--- config.mk ---
export PLATFORM = sky130hd
export DESIGN_NAME = ovl_remap
export DESIGN_NICKNAME = d
export VERILOG_FILES = /design/src/rtl/ovl_pkg.sv /design/src/rtl/ovl_ctrl_reg.sv /design/src/rtl/ovl_win_match.sv /design/src/rtl/ovl_steer.sv /design/src/rtl/ovl_remap.sv
export SDC_FILE = /design/constraint.sdc
export NUM_CORES = 1
export LEC_CHECK = 0
export ABC_AREA = 0
export CAP_MARGIN = 30
export CORE_AREA = 2 2 60 62
export DETAILED_ROUTE_END_ITERATION = 6
export DIE_AREA = 0 0 62 64
export PLACE_DENSITY = 0.87
export SYNTH_ARGS = -nofsm -noshare
export SYNTH_HDL_FRONTEND = slang
export SYNTH_HIERARCHICAL = 1
export SYNTH_SLANG_ARGS = --single-unit
--- constraint.sdc ---
create_clock -name clk -period 6.6 [get_ports clk]
set_input_delay 1.98 -clock clk [delete_from_list [all_inputs] [get_ports clk]]
set_output_delay 1.98 -clock clk [all_outputs]
set_load 0.02 [all_outputs]
--- src/rtl/ovl_pkg.sv ---
package ovl_pkg;

   localparam int OVL_AW   = 16;
   localparam int OVL_DW   = 8;
   localparam int OVL_NMODE = 4;
   localparam logic [OVL_AW-1:0] OVL_RAM_SPAN = 16'h0180;

   typedef enum logic [1:0] {
      OVL_OFF   = 2'b00,
      OVL_SMALL = 2'b01,
      OVL_WIDE  = 2'b10,
      OVL_LOW   = 2'b11
   } ovl_mode_e;

   typedef struct packed {
      logic [OVL_AW-1:0] fbase;
      logic [OVL_AW-1:0] rbase;
      logic [OVL_AW-1:0] span;
   } ovl_win_t;

   // Window geometry per mode, relative to the overlay RAM base.
   function automatic ovl_win_t ovl_window(input logic [1:0] mode,
                                           input logic [OVL_AW-1:0] ram_base);
      ovl_win_t w;
      w = '0;
      case (mode)
         OVL_SMALL: begin w.fbase = 16'h0080; w.rbase = ram_base + 16'h0080; w.span = 16'h0080; end
         OVL_WIDE:  begin w.fbase = 16'h0080; w.rbase = ram_base + 16'h0080; w.span = 16'h0100; end
         OVL_LOW:   begin w.fbase = 16'h0000; w.rbase = ram_base;            w.span = 16'h0080; end
         default:   begin w.fbase = 16'h0000; w.rbase = ram_base;            w.span = 16'h0000; end
      endcase
      return w;
   endfunction

endpackage

--- src/rtl/ovl_ctrl_reg.sv ---
module ovl_ctrl_reg
   import ovl_pkg::*;
#(
   parameter logic [OVL_DW-1:0] RESET_VAL = 8'h08,
   parameter logic [OVL_DW-1:0] RSVD_MASK = 8'h10
) (
   input  logic              clk,
   input  logic              rst_n,
   input  logic              hw_stby,
   input  logic              wr,
   input  logic [OVL_DW-1:0] wdata,
   output logic [OVL_DW-1:0] q,
   output logic [1:0]        mode
);

   localparam logic [OVL_DW-1:0] KEEP_MASK = ~RSVD_MASK;

   initial begin
      assert ((RESET_VAL & RSVD_MASK) == '0)
         else $error("reset value sets a reserved bit");
   end

   always_ff @(posedge clk or negedge rst_n) begin
      if (!rst_n)       q <= RESET_VAL;
      else if (hw_stby) q <= RESET_VAL;
      else if (wr)      q <= wdata & KEEP_MASK;
   end

   assign mode = q[7:6];

   // reserved bit never set
   a_r3_rsvd_clear: assert property (@(posedge clk) disable iff (!rst_n)
      (q & RSVD_MASK) == '0);

   // standby restores initial value
   a_r2_stby_reset: assert property (@(posedge clk) disable iff (!rst_n)
      hw_stby |=> q == RESET_VAL);

   // contents held without write or standby
   a_r4_hold: assert property (@(posedge clk) disable iff (!rst_n)
      (!wr && !hw_stby) |=> $stable(q));

endmodule

--- src/rtl/ovl_win_match.sv ---
module ovl_win_match
   import ovl_pkg::*;
#(
   parameter logic [OVL_AW-1:0] OVL_RAM_BASE = 16'hF800
) (
   input  logic              clk,
   input  logic              rst_n,
   input  logic [1:0]        mode,
   input  logic [OVL_AW-1:0] addr,
   output logic              hit,
   output logic [OVL_AW-1:0] xaddr
);

   logic [OVL_NMODE-1:0] hit_v;
   logic [OVL_AW-1:0]    xl_v [OVL_NMODE];

   for (genvar m = 0; m < OVL_NMODE; m++) begin : g_mode
      localparam ovl_win_t W = ovl_window(m[1:0], OVL_RAM_BASE);
      logic [OVL_AW-1:0] off;
      assign off = addr - W.fbase;
      if (W.span == '0) begin : g_none
         assign hit_v[m] = 1'b0;
      end else begin : g_cmp
         assign hit_v[m] = (addr >= W.fbase) && (off < W.span);
      end
      assign xl_v[m] = off + W.rbase;
   end

   assign hit   = (mode != OVL_OFF) && hit_v[mode];
   assign xaddr = xl_v[mode];

   // a window hit always lands inside the overlay RAM
   a_r8_xlat_in_ram: assert property (@(posedge clk) disable iff (!rst_n)
      hit |-> (xaddr >= OVL_RAM_BASE) &&
              ({1'b0, xaddr} < {1'b0, OVL_RAM_BASE} + {1'b0, OVL_RAM_SPAN}));

   // no hit with overlay off
   a_r5_off_no_hit: assert property (@(posedge clk) disable iff (!rst_n)
      (mode == OVL_OFF) |-> !hit);

endmodule

--- src/rtl/ovl_steer.sv ---
module ovl_steer
   import ovl_pkg::*;
#(
   parameter logic [OVL_AW-1:0] FLASH_HI = 16'hDFFF,
   parameter logic [OVL_AW-1:0] RAM_LO   = 16'hF780,
   parameter logic [OVL_AW-1:0] RAM_HI   = 16'hFF7F
) (
   input  logic              clk,
   input  logic              rst_n,
   input  logic              req,
   input  logic              wr,
   input  logic [OVL_AW-1:0] addr,
   input  logic              hit,
   input  logic [OVL_AW-1:0] xaddr,
   output logic              flash_cs,
   output logic              ram_cs,
   output logic              ram_we,
   output logic [OVL_AW-1:0] mem_addr
);

   logic in_flash, in_ram;

   assign in_flash = (addr <= FLASH_HI);
   assign in_ram   = (addr >= RAM_LO) && (addr <= RAM_HI);

   assign flash_cs = req && in_flash && !hit;
   assign ram_cs   = req && (hit || in_ram);
   assign ram_we   = ram_cs && wr;
   assign mem_addr = hit ? xaddr : addr;

   // chip-selects exclusive
   a_r13_cs_excl: assert property (@(posedge clk) disable iff (!rst_n)
      !(flash_cs && ram_cs));

   // window hit always goes to RAM
   a_r11_hit_to_ram: assert property (@(posedge clk) disable iff (!rst_n)
      (req && hit) |-> (ram_cs && !flash_cs));

   // no select without request
   a_r13_idle: assert property (@(posedge clk) disable iff (!rst_n)
      !req |-> (!flash_cs && !ram_cs && !ram_we));

endmodule

--- src/rtl/ovl_remap.sv ---
module ovl_remap
   import ovl_pkg::*;
#(
   parameter int                ADDR_W       = 16,
   parameter logic [15:0]       FLASH_HI     = 16'hDFFF,
   parameter logic [15:0]       RAM_LO       = 16'hF780,
   parameter logic [15:0]       RAM_HI       = 16'hFF7F,
   parameter logic [15:0]       OVL_RAM_BASE = 16'hF800,
   parameter logic [7:0]        REG_INIT     = 8'h08
) (
   input  logic        clk,
   input  logic        rst_n,
   input  logic        hw_stby,
   input  logic        reg_wr,
   input  logic [7:0]  reg_wdata,
   output logic [7:0]  reg_rdata,
   input  logic        bus_req,
   input  logic        bus_wr,
   input  logic [15:0] bus_addr,
   output logic        flash_cs,
   output logic        ram_cs,
   output logic        ram_we,
   output logic [15:0] mem_addr,
   output logic        ovl_hit
);

   localparam logic [16:0] OVL_END = {1'b0, OVL_RAM_BASE} + {1'b0, OVL_RAM_SPAN};

   initial begin
      assert (ADDR_W == OVL_AW) else $error("address width must match package");
      assert (FLASH_HI < RAM_LO) else $error("flash and RAM ranges overlap");
      assert (FLASH_HI >= 16'h017F) else $error("flash too small for overlay windows");
      assert (OVL_RAM_BASE >= RAM_LO && OVL_END <= {1'b0, RAM_HI} + 17'd1)
         else $error("overlay RAM outside RAM range");
   end

   logic [1:0]  mode;
   logic        hit;
   logic [15:0] xaddr;

   ovl_ctrl_reg #(.RESET_VAL(REG_INIT), .RSVD_MASK(8'h10)) u_reg (
      .clk(clk), .rst_n(rst_n), .hw_stby(hw_stby),
      .wr(reg_wr), .wdata(reg_wdata), .q(reg_rdata), .mode(mode)
   );

   ovl_win_match #(.OVL_RAM_BASE(OVL_RAM_BASE)) u_match (
      .clk(clk), .rst_n(rst_n), .mode(mode), .addr(bus_addr),
      .hit(hit), .xaddr(xaddr)
   );

   ovl_steer #(.FLASH_HI(FLASH_HI), .RAM_LO(RAM_LO), .RAM_HI(RAM_HI)) u_steer (
      .clk(clk), .rst_n(rst_n), .req(bus_req), .wr(bus_wr), .addr(bus_addr),
      .hit(hit), .xaddr(xaddr), .flash_cs(flash_cs), .ram_cs(ram_cs),
      .ram_we(ram_we), .mem_addr(mem_addr)
   );

   assign ovl_hit = bus_req && hit;

endmodule

**Yosys cells after proc, flatten, opt, wreduce, memory -nomap -nowiden**

Cells that the tools add are included.

- Bitwise gates (word level): 1
- Multiplexer cells: 8
- Order comparisons: 10
- Reductions and logical operators: 14
- $add $sub $neg: 3

Operator list:

| cell | number |
|---|---|
| $mux 16 | 3 |
| $add 16x16->16 const B | 2 |
| $bmux 16 s2 | 1 |
| $le 16x16->1 const B | 2 |
| $lt 16x8->1 const B | 2 |
| $ge 16x1->1 const B | 1 |
| $ge 16x16->1 const B | 1 |
| $ge 16x8->1 const B | 1 |
| $lt 16x9->1 const B | 1 |
| $mux 8 | 2 |
| $sub 16x8->16 const B | 1 |
| $logic_and 1x1->1 | 10 |
| $reduce_bool 2->1 | 2 |
| $ge 3x3->1 const B | 1 |
| $lt 2x3->1 const B | 1 |
| $not 2->3 | 1 |
| $bmux 1 s2 | 1 |
| $logic_not 1->1 | 1 |
| $logic_or 1x1->1 | 1 |
| $mux 1 | 1 |

- Bits in registers: 8
- Logic and storage cells: 37
- Input port bits: 30

**Depth between registers and ports, before layout**

- Depth in word-level cells: 9
- Depth in mapped cells: 13
- Gate-level depth less buffers: 8

**Cells and area by module**

Netlist, hierarchy kept.

By module, submodules not included:

| module | times used | cells each | area each (um^2) |
|---|---|---|---|
| ovl_win_match | 1 | 107 | 762.0 |
| ovl_ctrl_reg | 1 | 26 | 314.1 |
| ovl_steer | 1 | 28 | 296.5 |
| ovl_remap | 1 | 1 | 6.3 |

**Least setup slack after synthesis**

OpenSTA, ideal clock, no wires.

- Kind: input -> output
- Start: input bus_addr[7]
- End: output flash_cs
- Slack: 0.461 ns
- Data required time: 4.620 ns
- Arrival time: 4.159 ns
- Stages on the path: 12
- Path through: buf_4 -> inv_1 -> ha_1 -> buf_6 -> or3b_1 -> buf_2 -> o22ai_1 -> o32ai_1 -> o31ai_1 -> buf_6 -> buf_12 -> nor3b_1

- Word-level cells in the longest chain between the ends: 8
- Elaborated cells on any way between the ends: 16
- Classes of those cells: add/sub (1); order compare (6); mux (2); reduce/logical (7)

Ends and longest elaborated chain:

| element | line | source |
|---|---|---|
| start: declaration | ovl_remap.sv:19 | `input logic [15:0] bus_addr,` |
| $sub 16x8->16 | ovl_win_match.sv:20 | `assign off = addr - W.fbase;` |
| $lt 16x8->1 or $lt 16x9->1 (tied branches) | ovl_win_match.sv:24 | `assign hit_v[m] = (addr >= W.fbase) && (off < W.span);` |
| $logic_and 1x1->1 | ovl_win_match.sv:24 |  |
| $bmux 1 s2 (*) | ovl_win_match.sv:29 | `assign hit = (mode != OVL_OFF) && hit_v[mode];` |
| $mux 1 (implied by the code) (*) | ovl_win_match.sv:29 |  |
| $logic_and 1x1->1 (*) | ovl_win_match.sv:29 |  |
| net hit | ovl_remap.sv:38 | `logic hit;` |
| $logic_not 1->1 (*) | ovl_steer.sv:26 | `assign flash_cs = req && in_flash && !hit;` |
| $logic_and 1x1->1 (*) | ovl_steer.sv:26 |  |
| end: declaration | ovl_remap.sv:20 | `output logic flash_cs,` |

The timed path passes the listed nets; every way through them passes the cells marked *. The select of a mux whose other input is x is not followed.

**Final worst setup path**

- Start: input bus_addr[8]
- End: output mem_addr[12]

- Word-level cells in the longest chain between the ends: 7
- Elaborated cells on any way between the ends: 18
- Classes of those cells: add/sub (3); order compare (5); mux (6); reduce/logical (4)

Ends and longest elaborated chain:

| element | line | source |
|---|---|---|
| $sub 16x8->16 | ovl_win_match.sv:20 |  |
| $lt 16x8->1 or $lt 16x9->1 (tied branches) | ovl_win_match.sv:24 |  |
| $logic_and 1x1->1 | ovl_win_match.sv:24 |  |
| $bmux 1 s2 (*) | ovl_win_match.sv:29 |  |
| $mux 1 (implied by the code) (*) | ovl_win_match.sv:29 |  |
| $logic_and 1x1->1 (*) | ovl_win_match.sv:29 |  |
| net hit | ovl_remap.sv:38 |  |
| $mux 16 (*) | ovl_steer.sv:29 | `assign mem_addr = hit ? xaddr : addr;` |
| end: declaration | ovl_remap.sv:23 | `output logic [15:0] mem_addr,` |

Marked as above.

==> metrics.yaml <==
sta:
  setup_ws_ns: 0.0791
  whs_ns: 0.531
  fin_skew_ns: 0
  finalSetupViolCount: 0
  hold_viol: 0
  drv_slew: 0
  min_period_ns: 6.52
  fmax_mhz: 153
  worst_pin_slew_ns: 0.804
  slew_headroom_pct: 46.0
  min_period_over_period_pct: 98.8
worst_setup_path:
  reg2regPathDepth: 2
  crit_path_end_kind: "output pin"
  slowest_stage: "clkdlybuf4s50_1"
  worst_ep_required_time_ns: 4.62
  crit_path_start_kind: "primary input"
  worstPathArrival_ns: 4.54
  crit_chain: "clkdlybuf4s50_1 > inv_2 > ha_4 > or3b_4 > o22ai_4 > o32ai_4 > o31ai_4 > buf_12 > buf_4 > mux2_2 > clkbuf_2"
  cp_max_fo: 8
  slowest_delay_ns: 0.44
  crit_type: "primary input to output pin"
power:
  peakVddDrop_v: 0.0000957
  power_frac_clock_pct: 18.6
  seqPwrFrac_pct: 22.8
  p_int_uw: 133
  power.switching_uw: 78.2
  sw_frac_of_total_pct: 37.0
  p_leak_uw: 0.000990
  pwr_density_cell_mw_per_mm2: 94.9
  combPwrFrac_pct: 58.6
detailed_routing:
  wl_per_cell_um: 14.5
  first_pass_iters: 4
  drtIter0Drc: 53
  drc: 0
  vias: 1571
  wirelength_um: 4220
  antenna_left: 0
  routed_via_density: 5.38
yosys:
  yosys_warnings: 6
  synthAdderAreaFrac_pct: 1.81
  mappedNetlistArea_mm2: 0.00138
  synth_edf_count: 0
  syn_inst: 162
  synth.avg_cell_area_um2: 8.51
  synth_mux_area_share_pct: 20.1
  synth_top_family_by_area: "simple AND/OR/NAND/NOR gates"
  ys_ff_latch: 7
  async_reset_ff_share_pct: 100
  synthesis.nets: 194
  synthSimpleGateAreaFrac_pct: 25.5
  synth_compound_area_share_pct: 15.4
  synth_xor_area_share_pct: 6.99
  synth_top_cell_area_share_pct: 10.9
  ys_seq_area_share_pct: 12.8
  yosys.cell_types.count: 55
  synth_area_leaders: "dfrtp_1 (11%), mux2_4 (7.6%), mux2_2 (7.4%)"
  synth_ff_type: "dfrtp_1"
  synth_top_cell_by_area: "dfrtp_1"
final_layout:
  largest_reg_flops: 7
  fillers: 268
  drive_above_1_share_pct: 43.5
  area_delta_synth_final_pct: 61.6
  utilization_pct: 67.8
  largestRegisters: "u_reg/q x7"
  num_antenna_cells: 0
  nNetsFinal: 279
  regMostFlops: "u_reg/q"
grt:
  grt_pass1_wl_um: 6510
  antenna_found_initial: 0
  grt_pass1_vias: 1532
  grt.overflow.total: 0
  grt_max_degree: 18
  groute.usage.overall_pct: 21.3
floorplanning:
  fp-row-count: 21
  start_util_pct: 42.0
  dieHeight_um: 64
  io_pins: 58
  die_x_um: 62
  coreArea_mm2: 0.00328
  die_area_mm2: 0.00397
cts:
  cts.sinks: 7
  cts_tree: "built"
  cts_hold_buf: 0
  cts-root-buf: "clkbuf_4"
  clock_latency_ns: 0.26
  cts_max_level: 1
  clk_pin_slew_ns: 0.05
  cts_made_buffers: 3
  cts.path.max_buffers: 2
placed_design:
  io_buffer_count: 55
  dp_hpwl_um: 3030
  place_ws_ns: -0.332
  place_congestion: 0.931
worst_hold_path:
  hold_class: "flip-flop to flip-flop"
  min_path_cells: 2
status:
  status: "finished, final reports clean"
job:
  drv_cap: 0
routing by layer:
layer	global-route usage (%)	share of wire (%)	wire, um	up-vias
met1	24.2	40	1690	751
met4	10.1	3.2	136	0
met3	1.21	4.5	191	13
met2	38.5	52	2210	56
li1	-	-	-	751
met5	0	0	0	-
path summary, 6_finish.rpt:
check	startpoint	endpoint	slack (ns)
worst max-delay path	bus_addr[8]	mem_addr[12]	0.08
worst min-delay path	u_reg/q[2]	u_reg/q[2]	0.53
worst max register to register	u_reg/q[3]	u_reg/q[3]	5.77
worst min register to register	u_reg/q[2]	u_reg/q[2]	0.53
max in group asynchronous	rst_n	u_reg/q[3]	4.35
min in group asynchronous	rst_n	u_reg/q[6]	1.97
cells in the mapped netlist, types with 3 or more instances:
cell type	count
a21oi_1	3
buf_4	12
buf_6	6
dfrtp_1	6
inv_1	6
mux2_2	9
mux2_4	7
mux2i_1	7
nand2_1	4
nand3_1	6
nand4_1	4
nor2_1	15
nor3_1	8
o21ai_0	6
xnor2_1	3
xor2_1	8
power groups by stage:
| stage | sequential [uW] | combinational [uW] | clock, uW |
|---|---|---|---|
| after global routing | 48.6 | 134 | 44.2 |
| final | 48.2 | 124 | 39.3 |
| after detailed placement | 48.9 | 117 | 0 |
| after floorplan | 50.7 | 62.3 | 0 |
| after global placement | 48.7 | 115 | 0 |
| after CTS | 48.3 | 116 | 41.4 |
cell type report:
type / instances / area [um^2] / share of cell area, %
multi-input combinational: 126 / 1070 / 48.1
timing repair buffer: 103 / 873 / 39.2
sequential: 7 / 176 / 7.92
tap: 46 / 57.6 / 2.58
clock buffer: 4 / 26.3 / 1.18
inverter: 6 / 22.5 / 1.01
layout by cell type, fill, tap and decap left out, drive strengths merged, types with 7 or more instances in the layout:
cell           count
buf               54
clkdlybuf4s50     33
mux2              16
nor2              15
clkbuf            15
nor3               9
xor2               8
mux2i              7
kinds of logic after synthesis:
group	count (synthesis)
AO/OA/AOI/OAI	29
XOR/XNOR	11
adder cells (fa/ha/maj)	2
buffers and inverters	29
flip-flops	7
multiplexers	23
other	1
AND/OR/NAND/NOR	60
what timing repair did:
action,CTS,global route
pin swaps,1,4
endpoints found under the setup margin,20,17
gates cloned,1,0
resized for setup,54,29
hold endpoints to repair,0,0
buffers inserted,1,7
metrics by stage:
stage	TNS (ns)	power, uW	area (um^2)	cells
after detailed placement	-5.00	166	2090	279
after global routing	-0.0659	226	2230	292
after global placement	-5.24	164	2090	279
after floorplan	0	113	1380	162
final	0	211	2230	292
after CTS	-0.123	206	2160	285
worst max-delay path, delay by kind of cell:
family                   cells  cell delay, ns
AO/OA/AOI/OAI                3            0.69
AND/OR/NAND/NOR              1            0.43
multiplexers                 1            0.32
buffers and inverters        5            0.96
adder cells (fa/ha/maj)      1            0.15
(Power assumes the default switching activity.)
